===== src/rtl/cfg_bank_fwd.sv =====
module cfg_bank_fwd #(
  parameter int NREG     = 36,
  parameter int DW       = 16,
  parameter int AW       = 7,
  parameter int NFWD     = 4,
  parameter int NTAPS    = 24,
  parameter int TAP_BASE = 4,
  parameter int ATT_IDX  = 28,
  parameter int IRQ_IDX  = 29,
  parameter int MISS_LIM = 64
) (
  input  logic                 clk,
  input  logic                 rst_n,
  input  logic                 spi_sclk,
  input  logic                 spi_cs_n,
  input  logic                 spi_mosi,
  input  logic                 ref_clk,
  output logic                 prog_line,
  output logic                 fwd_busy,
  output logic                 fwd_ovf,
  output logic                 ref_ok,
  output logic [NREG*DW-1:0]   cfg_flat,
  output logic [NTAPS*DW-1:0]  tap_flat,
  output logic [DW-1:0]        atten,
  output logic                 irq8k_en
);
  localparam int FRAME = 1 + AW + DW;
  localparam int FCW   = $clog2(FRAME + 1);
  localparam int IW    = $clog2(NREG);
  localparam int SELW  = $clog2(NFWD);
  localparam int FW    = SELW + DW;
  localparam int BCW   = $clog2(FW + 1);
  localparam int MCW   = $clog2(MISS_LIM + 1);

  logic [2:0] sclk_s, ref_s;
  logic [1:0] cs_s, mosi_s;
  logic       sclk_rise, ref_rise;

  always_ff @(posedge clk or negedge rst_n)
    if (!rst_n) begin
      sclk_s <= '0;
      ref_s  <= '0;
      cs_s   <= '1;
      mosi_s <= '0;
    end else begin
      sclk_s <= {sclk_s[1:0], spi_sclk};
      ref_s  <= {ref_s[1:0], ref_clk};
      cs_s   <= {cs_s[0], spi_cs_n};
      mosi_s <= {mosi_s[0], spi_mosi};
    end

  assign sclk_rise = sclk_s[1] & ~sclk_s[2];
  assign ref_rise  = ref_s[1] & ~ref_s[2];

  logic [MCW-1:0] miss_cnt;
  always_ff @(posedge clk or negedge rst_n)
    if (!rst_n) begin
      miss_cnt <= '0;
      ref_ok   <= 1'b0;
    end else if (ref_rise) begin
      miss_cnt <= '0;
      ref_ok   <= 1'b1;
    end else if (miss_cnt == MCW'(MISS_LIM - 1)) begin
      ref_ok   <= 1'b0;
    end else begin
      miss_cnt <= miss_cnt + 1'b1;
    end

  logic [FRAME-2:0] spi_sh;
  logic [FCW-1:0]   spi_cnt;
  logic             frame_done;
  logic [FRAME-1:0] frame;
  logic [AW-1:0]    w_idx;
  logic [DW-1:0]    w_data;
  logic             do_store, do_fwd;

  assign frame_done = sclk_rise && !cs_s[1] && (spi_cnt == FCW'(FRAME - 1));
  assign frame      = {spi_sh, mosi_s[1]};
  assign w_idx      = frame[DW +: AW];
  assign w_data     = frame[DW-1:0];
  assign do_store   = frame_done && frame[FRAME-1] && ref_ok && (w_idx < AW'(NREG));
  assign do_fwd     = do_store && (w_idx < AW'(NFWD));

  always_ff @(posedge clk or negedge rst_n)
    if (!rst_n) begin
      spi_sh  <= '0;
      spi_cnt <= '0;
    end else if (cs_s[1]) begin
      spi_cnt <= '0;
    end else if (sclk_rise) begin
      spi_sh  <= {spi_sh[FRAME-3:0], mosi_s[1]};
      spi_cnt <= frame_done ? '0 : spi_cnt + 1'b1;
    end

  logic [DW-1:0] regs [NREG];
  always_ff @(posedge clk or negedge rst_n)
    if (!rst_n) begin
      for (int i = 0; i < NREG; i++) regs[i] <= '0;
    end else if (do_store) begin
      regs[w_idx[IW-1:0]] <= w_data;
    end

  for (genvar g = 0; g < NREG; g++) begin : g_cfg
    assign cfg_flat[g*DW +: DW] = regs[g];
  end
  for (genvar t = 0; t < NTAPS; t++) begin : g_tap
    assign tap_flat[t*DW +: DW] = regs[TAP_BASE + t];
  end
  assign atten    = regs[ATT_IDX];
  assign irq8k_en = regs[IRQ_IDX][0];

  logic [FW-1:0]  fwd_sh, pend_w;
  logic [BCW-1:0] bit_cnt;
  logic           active, pend_v, start;

  assign start = ref_rise && !active && pend_v;

  always_ff @(posedge clk or negedge rst_n)
    if (!rst_n) begin
      active  <= 1'b0;
      fwd_sh  <= '0;
      bit_cnt <= '0;
    end else if (ref_rise) begin
      if (active) begin
        if (bit_cnt == BCW'(FW - 1)) active <= 1'b0;
        else begin
          fwd_sh  <= {fwd_sh[FW-2:0], 1'b1};
          bit_cnt <= bit_cnt + 1'b1;
        end
      end else if (pend_v) begin
        active  <= 1'b1;
        fwd_sh  <= pend_w;
        bit_cnt <= '0;
      end
    end

  always_ff @(posedge clk or negedge rst_n)
    if (!rst_n) begin
      pend_v  <= 1'b0;
      pend_w  <= '0;
      fwd_ovf <= 1'b0;
    end else if (do_fwd) begin
      if (pend_v && !start) fwd_ovf <= 1'b1;
      else begin
        pend_v <= 1'b1;
        pend_w <= {w_idx[SELW-1:0], w_data};
      end
    end else if (start) begin
      pend_v <= 1'b0;
    end

  assign fwd_busy  = active;
  assign prog_line = active ? fwd_sh[FW-1] : 1'b1;
endmodule


===== config.mk =====
export PLATFORM = sky130hd
export DESIGN_NAME = cfg_bank_fwd
export DESIGN_NICKNAME = d
export VERILOG_FILES = /design/src/rtl/cfg_bank_fwd.sv
export SDC_FILE = /design/constraint.sdc
export NUM_CORES = 1
export LEC_CHECK = 0
export BUFFER_PORTS_ARGS = -buffer_cell sky130_fd_sc_hd__buf_2
export CORE_AREA = 4 4 382 384
export CTS_BUF_LIST = sky130_fd_sc_hd__clkbuf_2
export CTS_CLUSTER_SIZE = 20
export DETAILED_ROUTE_END_ITERATION = 7
export DIE_AREA = 0 0 386 388
export PLACE_DENSITY_LB_ADDON = 0.12
export SLEW_MARGIN = 5
export SYNTH_ARGS = -nofsm -noshare
export SYNTH_HDL_FRONTEND = slang
export SYNTH_SLANG_ARGS = --single-unit
export TNS_END_PERCENT = 20

===== constraint.sdc =====
create_clock -name clk -period 2.68 [get_ports clk]
set_clock_uncertainty 0.1 [all_clocks]
set_input_delay 0.134 -clock clk [delete_from_list [all_inputs] [get_ports clk]]
set_output_delay 0.134 -clock clk [all_outputs]
set_load 0.02 [all_outputs]

* Word-level counts from Yosys, hierarchy flattened
Index checks and enable logic that the tools add are counted.
** Word-level totals
- Output and inout port bits :: 981
- Flip-flop bits (word level) :: 666
- Input port bits :: 6
- Logic and storage cells :: 115
** Operators by class
- Eq/ne operators :: 6
- Magnitude comparators :: 4
- Add/subtract/negate cells :: 3
- Bitwise logic cells :: 7
- Reductions and logical operators :: 22
- Mux-type cells :: 23
** Operators with widths (count)
- $bwmux W576 :: 1
- $demux W16 S6 :: 1
- $mux W18 :: 3
- $mux W5 :: 6
- $mux W16 :: 1
- $mux W7 :: 2
- $add A5 B1 Y5 const B :: 2
- $eq A5 B5 Y1 const B :: 2
- $logic_and A1 B1 Y1 :: 10
- $mux W1 :: 9
- $reduce_and A2 Y1 :: 4
- $reduce_bool A2 Y1 :: 4
- $add A7 B1 Y7 const B :: 1
- $eq A7 B6 Y1 const B :: 1
- $ge A7 B7 Y1 const B :: 1
- $lt A7 B1 Y1 const B :: 1
- $lt A7 B3 Y1 const B :: 1
- $lt A7 B6 Y1 const B :: 1
- $not A6 Y7 :: 1
- $ne A2 B2 Y1 const B :: 3
- $not A1 Y1 :: 4
- $logic_not A1 Y1 :: 3
- $reduce_and A3 Y1 :: 1
- $and A1 B1 Y1 :: 2

* Depth between registers and ports, before layout
Gate-level depths: netlist of run 1.
- Depth in word-level cells :: 10
- Gate-level depth with buffers :: 8
- Depth with buffers taken out :: 5

* Worst setup path after synthesis of run 1
No wires, ideal clock.
- Path type :: reg-to-reg
- Start point :: register spi_cnt[0]
- End point :: register regs (netlist bit cfg_flat[181])
- Setup slack :: 0.250 ns
- Data arrival time :: 2.205 ns
- Library setup time :: 0.125 ns
- Buffers on the path :: 2
- Data required time :: 2.455 ns
- Stages on the path, launching flop included :: 8
- Cell sequence :: dfrtp_1 ha_1 nand4b_2 nor2_4 and3_1 clkbuf_1 buf_2 mux2_2
** On the way
- Longest elaborated chain between the ends :: 5
** Ends and longest elaborated chain
- from (decl) :: line 70 : logic [FCW-1:0] spi_cnt;
- from (signal assigned) :: line 92 : spi_cnt <= frame_done ? '0 : spi_cnt + 1'b1;
- $eq A5 B5 Y1 :: line 77 : assign frame_done = sclk_rise && !cs_s[1] && (spi_cnt == FCW'(FRAME - 1));
- $logic_and A1 B1 Y1 :: line 77
- $logic_and A1 B1 Y1 (3 in series) :: line 81 : assign do_store = frame_done && frame[FRAME-1] && ref_ok && (w_idx < AW'(NREG));
- to (signal, indexed assignment) :: line 100 : regs[w_idx[IW-1:0]] <= w_data;
- to (decl) :: line 95 : logic [DW-1:0] regs [NREG];
Every way passes these cells.
A chain may end at the register's enable or synchronous reset.

* Final worst setup path of run 1
- Start point :: register spi_cnt[0]
- End point :: register regs (netlist bit cfg_flat[265])
The elaborated chain is that of the path after synthesis.

==> results.py, run 1 <==
metrics = {
    "status": {
        "status": "complete, no violations",
    },
    "route": {
        "antenna_left": 0,
        "via_per_inst": 3.94,
        "wl_per_cell_um": 25.8,
        "drcViolationCount": 0,
        "vias": 19000,
        "wl_mm": 124,
        "initialDrtViolationCount": 593,
        "drt-pass1-iter-count": 5,
    },
    "power_and_ir_drop": {
        "ir_drop_v": 0.000311,
        "switchingPower_mw": 6.30,
        "pwr_density_cell_nw_per_um2": 535,
        "comb_power_share": 0.075,
        "p_seq_frac": 0.533,
        "leakagePower_nw": 21.1,
        "clkPwrFrac": 0.392,
        "sw_frac_of_total": 0.317,
        "internal_power_mw": 13.6,
    },
    "sta": {
        "setup_ws_ns": 0.0236,
        "rsz0062_at_grt": "true",
        "tns_ns": 0,
        "finalCritPeriodShare": 0.991,
        "period_minus_slack_ns": 2.66,
        "hold_violations": 0,
        "setup_viol": 0,
        "worst_pin_slew_ns": 1.03,
        "slew_headroom": 0.311,
        "fmax_mhz": 376,
        "whs_ns": 0.251,
        "final_max_slew_viol_count": 0,
    },
    "floorplan": {
        "dieArea_um2": 150000,
        "die_h_um": 388,
        "core_area_um2": 143000,
        "pin_count": 987,
        "fp-row-count": 139,
        "dieWidth_um": 386,
        "start_util": 0.201,
    },
    "worst_setup_path": {
        "critPathRequiredTime_ns": 3.95,
        "cp.arrival_ns": 3.92,
        "crit_type": "register to register",
        "crit_start": "spi_cnt[0]",
        "path_max_fanout": 16,
        "endpoint_kind": "register",
        "startpoint_type": "register",
        "rr_startpoint": "spi_cnt[0]",
    },
    "grt": {
        "grt_pass1_wl_mm": 171,
        "grt_start_max_net_pins": 87,
        "overflow": 0,
        "grt_busiest_layer": "met2",
        "grt_use_total": 0.163,
        "use_met2": 0.292,
        "met3_usage": 0.0538,
        "grt_use_met1": 0.183,
        "grt_pass1_vias": 20700,
        "antenna_found_initial": 12,
    },
    "clock_tree": {
        "cts_made_buffers": 194,
        "h-tree-depth": 4,
        "clk_path_buf_depth": 3,
        "clkSlewWorstSetupHoldPaths_ns": 0.08,
        "clock-sinks": 666,
        "worstSkewPairLatency_ns": 1.55,
        "cts_tree": "built",
        "cts-root-buf": "clkbuf_2",
    },
    "placed_design": {
        "place.port_buffers": 986,
        "place_ws_ns": 0.00853,
        "place_congestion": 0.781,
        "dpl_cell_area_um2": 33400,
        "placed_cells_incl_taps": 4437,
        "place.detailed.hpwl_mm": 87.9,
    },
    "layout": {
        "final_nets": 2777,
        "layout-drive-gt1-share": 0.742,
        "finalInstanceArea_um2": 37200,
        "final_cells": 4816,
        "fillerInstances": 14900,
        "syn_to_final_growth_pct": 30.0,
        "seq_area_um2": 16800,
        "multiInputGateArea_um2": 8370,
    },
    "yosys": {
        "syn-num-nets": 1990,
        "synth_top_area_share": 0.580,
        "ys_types": 51,
        "yosys.area.top_type": "dfrtp_1",
        "ys_warn_count": 0,
        "syn_area_um2": 28600,
        "synth_area_per_cell_um2": 14.5,
        "synth-async-reset-ratio": 1.00,
        "synth.area.top_cells": "dfrtp_1 (58%), mux2_2 (25%), buf_4 (11%)",
        "synth.most_common_cell": "dfrtp_1",
        "seq_area_frac_synth": 0.582,
        "yosys_most_used_dff": "dfrtp_1",
        "synth-seq-cells": 666,
        "synth_edf_count": 0,
        "syn_inst": 1980,
        "synth_common_cells": "dfrtp_1 (664), mux2_2 (640), buf_4 (402)",
    },
    "run": {
        "maxCapViolCount": 0,
    },
    "hold_path": {
        "min_path_type": "register to register",
        "hp-start": "ref_s[0]",
    },
}
==> layout by cell type, fill, tap and decap left out, drive strengths merged, types with 6 or more instances in the layout <==
| cell type | Yosys | final |
|---|---|---|
| buf | 436 | 1091 |
| dfrtp | 664 | 664 |
| mux2 | 651 | 651 |
| clkbuf | 85 | 286 |
| clkinv | 0 | 33 |
| nand2 | 27 | 27 |
| nand3 | 25 | 25 |
| dlygate4sd3 | 0 | 20 |
| nor2 | 14 | 14 |
| diode | 0 | 13 |
| o21ai | 9 | 9 |
| inv | 4 | 7 |
| nor2b | 6 | 6 |
==> repair_timing <==
| action | in CTS | in global routing |
|---|---|---|
| buffers inserted | 15 | 1 |
| pin swaps | 0 | 2 |
| cloned | 1 | 0 |
| endpoints found under the setup margin | 945 | 194 |
| resized for setup | 563 | 23 |
| hold endpoints to repair | 670 | 0 |
| hold buffers | 21 | 0 |
==> routing by layer <==
layer / part of all wire / wire (µm) / vias to the layer above
li1: - / - / 8115
met1: 0.39 / 48000 / 9845
met2: 0.52 / 64400 / 820
met3: 0.075 / 9310 / 176
met4: 0.022 / 2720 / 4
met5: 0.00018 / 23 / -
==> logic make-up after synthesis <==
| logic type | synth area share |
|---|---|
| buf+inv | 0.127 |
| compound gates | 0.00454 |
| xor+xnor | 0.000917 |
| fa+ha+maj | 0.00175 |
| mux | 0.257 |
| simple gates | 0.0262 |
| flops | 0.582 |
==> worst max-delay path, cell delays in order (launching register included) <==
cell and delay, ns:
dfrtp_1 0.40, ha_1 0.23, nand4b_2 0.30, buf_4 0.27, nor4_4 0.44, nand2_2 0.39
mux2_2 0.39
==> worst paths after layout <==
path | to | slack (ns) | cells past startpoint
max | cfg_flat[265] | 0.02 | 6
min | ref_s[1] | 0.25 | 0
max reg2reg | cfg_flat[265] | 0.02 | 6
min reg2reg | ref_s[1] | 0.25 | 0
max in group asynchronous | cfg_flat[192] | 0.45 | 7
min in group asynchronous | spi_sh[0] | 1.01 | 6
==> registers in the layout, indices dropped and copies added (netlist names) <==
register,count
pend_w,18
mosi_s,2
miss_cnt,7
atten,16
ref_ok,1
fwd_sh,18
cfg_flat,560
pend_v,1
fwd_ovf,1
fwd_busy,1
cs_s,2
spi_cnt,5
sclk_s,3
spi_sh,23
ref_s,3
bit_cnt,5
==> power groups by stage <==
stage | clock [mW] | sequential (mW) | combinational [mW]
4_1_cts | 8.41 | 10.7 | 1.60
3_3_place_gp | 0 | 10.9 | 1.55
3_5_place_dp | 0 | 10.9 | 1.57
5_1_grt | 8.91 | 10.7 | 1.65
6_report | 7.81 | 10.6 | 1.49
2_1_floorplan | 0 | 10.4 | 0.590
==> through the flow <==
stage	util	power, mW
2_1_floorplan	-	11.0
3_3_place_gp	0.234	12.4
3_5_place_dp	0.234	12.4
4_1_cts	0.260	20.7
5_1_grt	0.261	21.2
6_report	0.261	19.9
==> final cells by class <==
class,count,area share
Antenna cell,13,0.000874
Sequential cell,666,0.450
Inverter,4,0.000403
Clock inverter,43,0.00732
Timing Repair Buffer,1112,0.214
Multi-Input combinational cell,789,0.225
Clock buffer,286,0.0384
Tap cell,1903,0.0639
Power figures use the tool's default switching activity.
==> run 2, diff against run 1 <==
==> constraint.sdc (replaced) <==
create_clock -name clk -period 2.68 [get_ports clk]
set_clock_uncertainty 0.1 [all_clocks]
set_input_delay 0.536 -clock clk [delete_from_list [all_inputs] [get_ports clk]]
set_output_delay 0.536 -clock clk [all_outputs]
set_load 0.02 [all_outputs]
==> run 2 against run 1 <==
Compared with the run above:
- the flow now finishes with violations (negative setup slack)
- global-route usage fell by 0.064 points
- combinational power up 5%
- cell count grew 0.21%
- utilization rose by 0.60 points
- non-clock buffer count is 1 lower
==> results.py, run 2 (synthesis gave the netlist of run 1 again) <==
metrics = {
    "status": {
        "status": "finished, violations left",
        "violations": "negative setup slack",
    },
    "floorplan": {
        "dieArea_um2": 150000,
        "core_area_um2": 143000,
        "start_util": 0.201,
        "die_h_um": 388,
        "dieWidth_um": 386,
        "fp-row-count": 139,
        "pin_count": 987,
    },
    "clock_tree": {
        "cts_made_buffers": 198,
        "worstSkewPairLatency_ns": 1.60,
        "cts_tree": "built",
        "h-tree-depth": 4,
        "clock-sinks": 666,
        "clkSlewWorstSetupHoldPaths_ns": 0.10,
        "cts-root-buf": "clkbuf_2",
        "clk_path_buf_depth": 3,
    },
    "hold_path": {
        "hold_end": "ref_s[1]",
        "hp-start": "ref_s[0]",
        "hold_path_depth": 0,
        "min_path_type": "register to register",
    },
    "route": {
        "drcViolationCount": 0,
        "wl_mm": 124,
        "initialDrtViolationCount": 635,
        "via_per_inst": 3.93,
        "antenna_left": 0,
        "wl_per_cell_um": 25.8,
        "drt-pass1-iter-count": 6,
        "vias": 19000,
    },
    "worst_setup_path": {
        "r2r_end": "cfg_flat[376]",
        "reg2reg_depth": 5,
        "critPathRequiredTime_ns": 2.04,
        "startpoint_type": "register",
        "critPathTopFamily": "flip-flops",
        "cp.arrival_ns": 2.27,
        "crit_type": "register to output pin",
        "ff2ff_setup_slack_ns": -0.03,
        "endpoint_kind": "output pin",
        "path_max_fanout": 2,
        "slowest_stage": "dfrtp_2",
        "rr_startpoint": "spi_sh[18]",
        "slowest_delay_ns": 0.43,
        "crit_chain": "buf_12 > nand2b_4 > buf_6",
        "critPathBufInv": 2,
    },
    "power_and_ir_drop": {
        "leakagePower_nw": 21.1,
        "ir_drop_v": 0.000306,
        "pwr_density_cell_nw_per_um2": 522,
        "p_total_mw": 19.9,
    },
    "grt": {
        "antenna_found_initial": 13,
        "overflow": 0,
        "grt_pass1_vias": 20600,
        "grt_start_max_net_pins": 76,
        "grt_pass1_wl_mm": 169,
        "grt_use_total": 0.162,
    },
    "layout": {
        "final_nets": 2780,
        "layout-drive-gt1-share": 0.748,
        "mostFrequentLayoutCell": "mux2_2",
        "syn_to_final_growth_pct": 33.0,
        "fillerInstances": 14900,
        "layout_common_cells": "mux2_2 (640), buf_2 (581), dfrtp_1 (570)",
        "largest_reg_flops": 560,
    },
    "sta": {
        "worst_pin_slew_ns": 1.08,
        "slew_headroom": 0.280,
        "whs_ns": 0.234,
        "rsz0062_at_grt": "true",
        "setup_ws_ns": -0.226,
        "final_max_slew_viol_count": 0,
        "finalCritPeriodShare": 1.08,
        "hold_violations": 0,
        "period_minus_slack_ns": 2.91,
        "setup_viol": 984,
        "fmax_mhz": 344,
    },
    "run": {
        "maxCapViolCount": 0,
    },
    "placed_design": {
        "place_congestion": 0.779,
        "place.detailed.hpwl_mm": 88.4,
        "place.port_buffers": 986,
    },
}
-- run 2: worst max path at each step --
stage,startpoint,end,slack (ns),cells past startpoint
3_3_place_gp,spi_sh[18],cfg_flat[270],0.03,5
2_1_floorplan,spi_cnt[0],cfg_flat[181],0.25,7
3_5_place_dp,spi_cnt[0],cfg_flat[265],0.01,6
5_1_grt,fwd_busy,prog_line,-0.57,3
6_report,fwd_busy,prog_line,-0.23,3
4_1_cts,fwd_busy,prog_line,-0.70,3
-- run 2: final cells by class --
cell class                      count  area [µm²]  share of cell area
Multi-Input combinational cell    789        8350               0.219
Sequential cell                   666       16800               0.441
Antenna cell                       12        30.0            0.000788
Inverter                            4        15.0            0.000394
Tap cell                         1903        2380              0.0625
Clock buffer                      274        1370              0.0360
Timing Repair Buffer             1111        8790               0.231
Clock inverter                     67         375             0.00985
-- run 2: per-layer routing --
| metal | vias to the layer above | part of all wire | track usage |
|---|---|---|---|
| met5 | - | 0.00010 | 0 |
| met4 | 2 | 0.028 | 0.0498 |
| met3 | 188 | 0.077 | 0.0550 |
| met2 | 844 | 0.52 | 0.289 |
| met1 | 9825 | 0.38 | 0.182 |
| li1 | 8108 | - | - |
-- run 2: what timing repair did --
item                       4_1_cts  5_1_grt
setup buffers                    7        6
resized for setup              586      300
hold buffers                    16        0
setup endpoints to repair     1003     1056
hold endpoints to repair       670        0
cloned                           1        0
-- run 2: report_power, final --
group	internal, mW	total (mW)	switching [mW]
sequential	10.1	10.5	0.393
combinational	0.359	1.56	1.20
clock	3.03	7.81	4.78
total	13.5	19.9	6.38
-- run 2: stage by stage --
step	util	instances	TNS (ns)	cell area (µm²)	worst slack, ns
2_1_floorplan	-	1980	0	28600	0.250
3_3_place_gp	0.235	4443	0	33500	0.0335
3_5_place_dp	0.235	4443	0	33500	0.0120
4_1_cts	0.261	4808	-522.76	37200	-0.699
5_1_grt	0.267	4819	-426.97	38100	-0.571
6_report	0.267	4826	-91.54	38100	-0.226
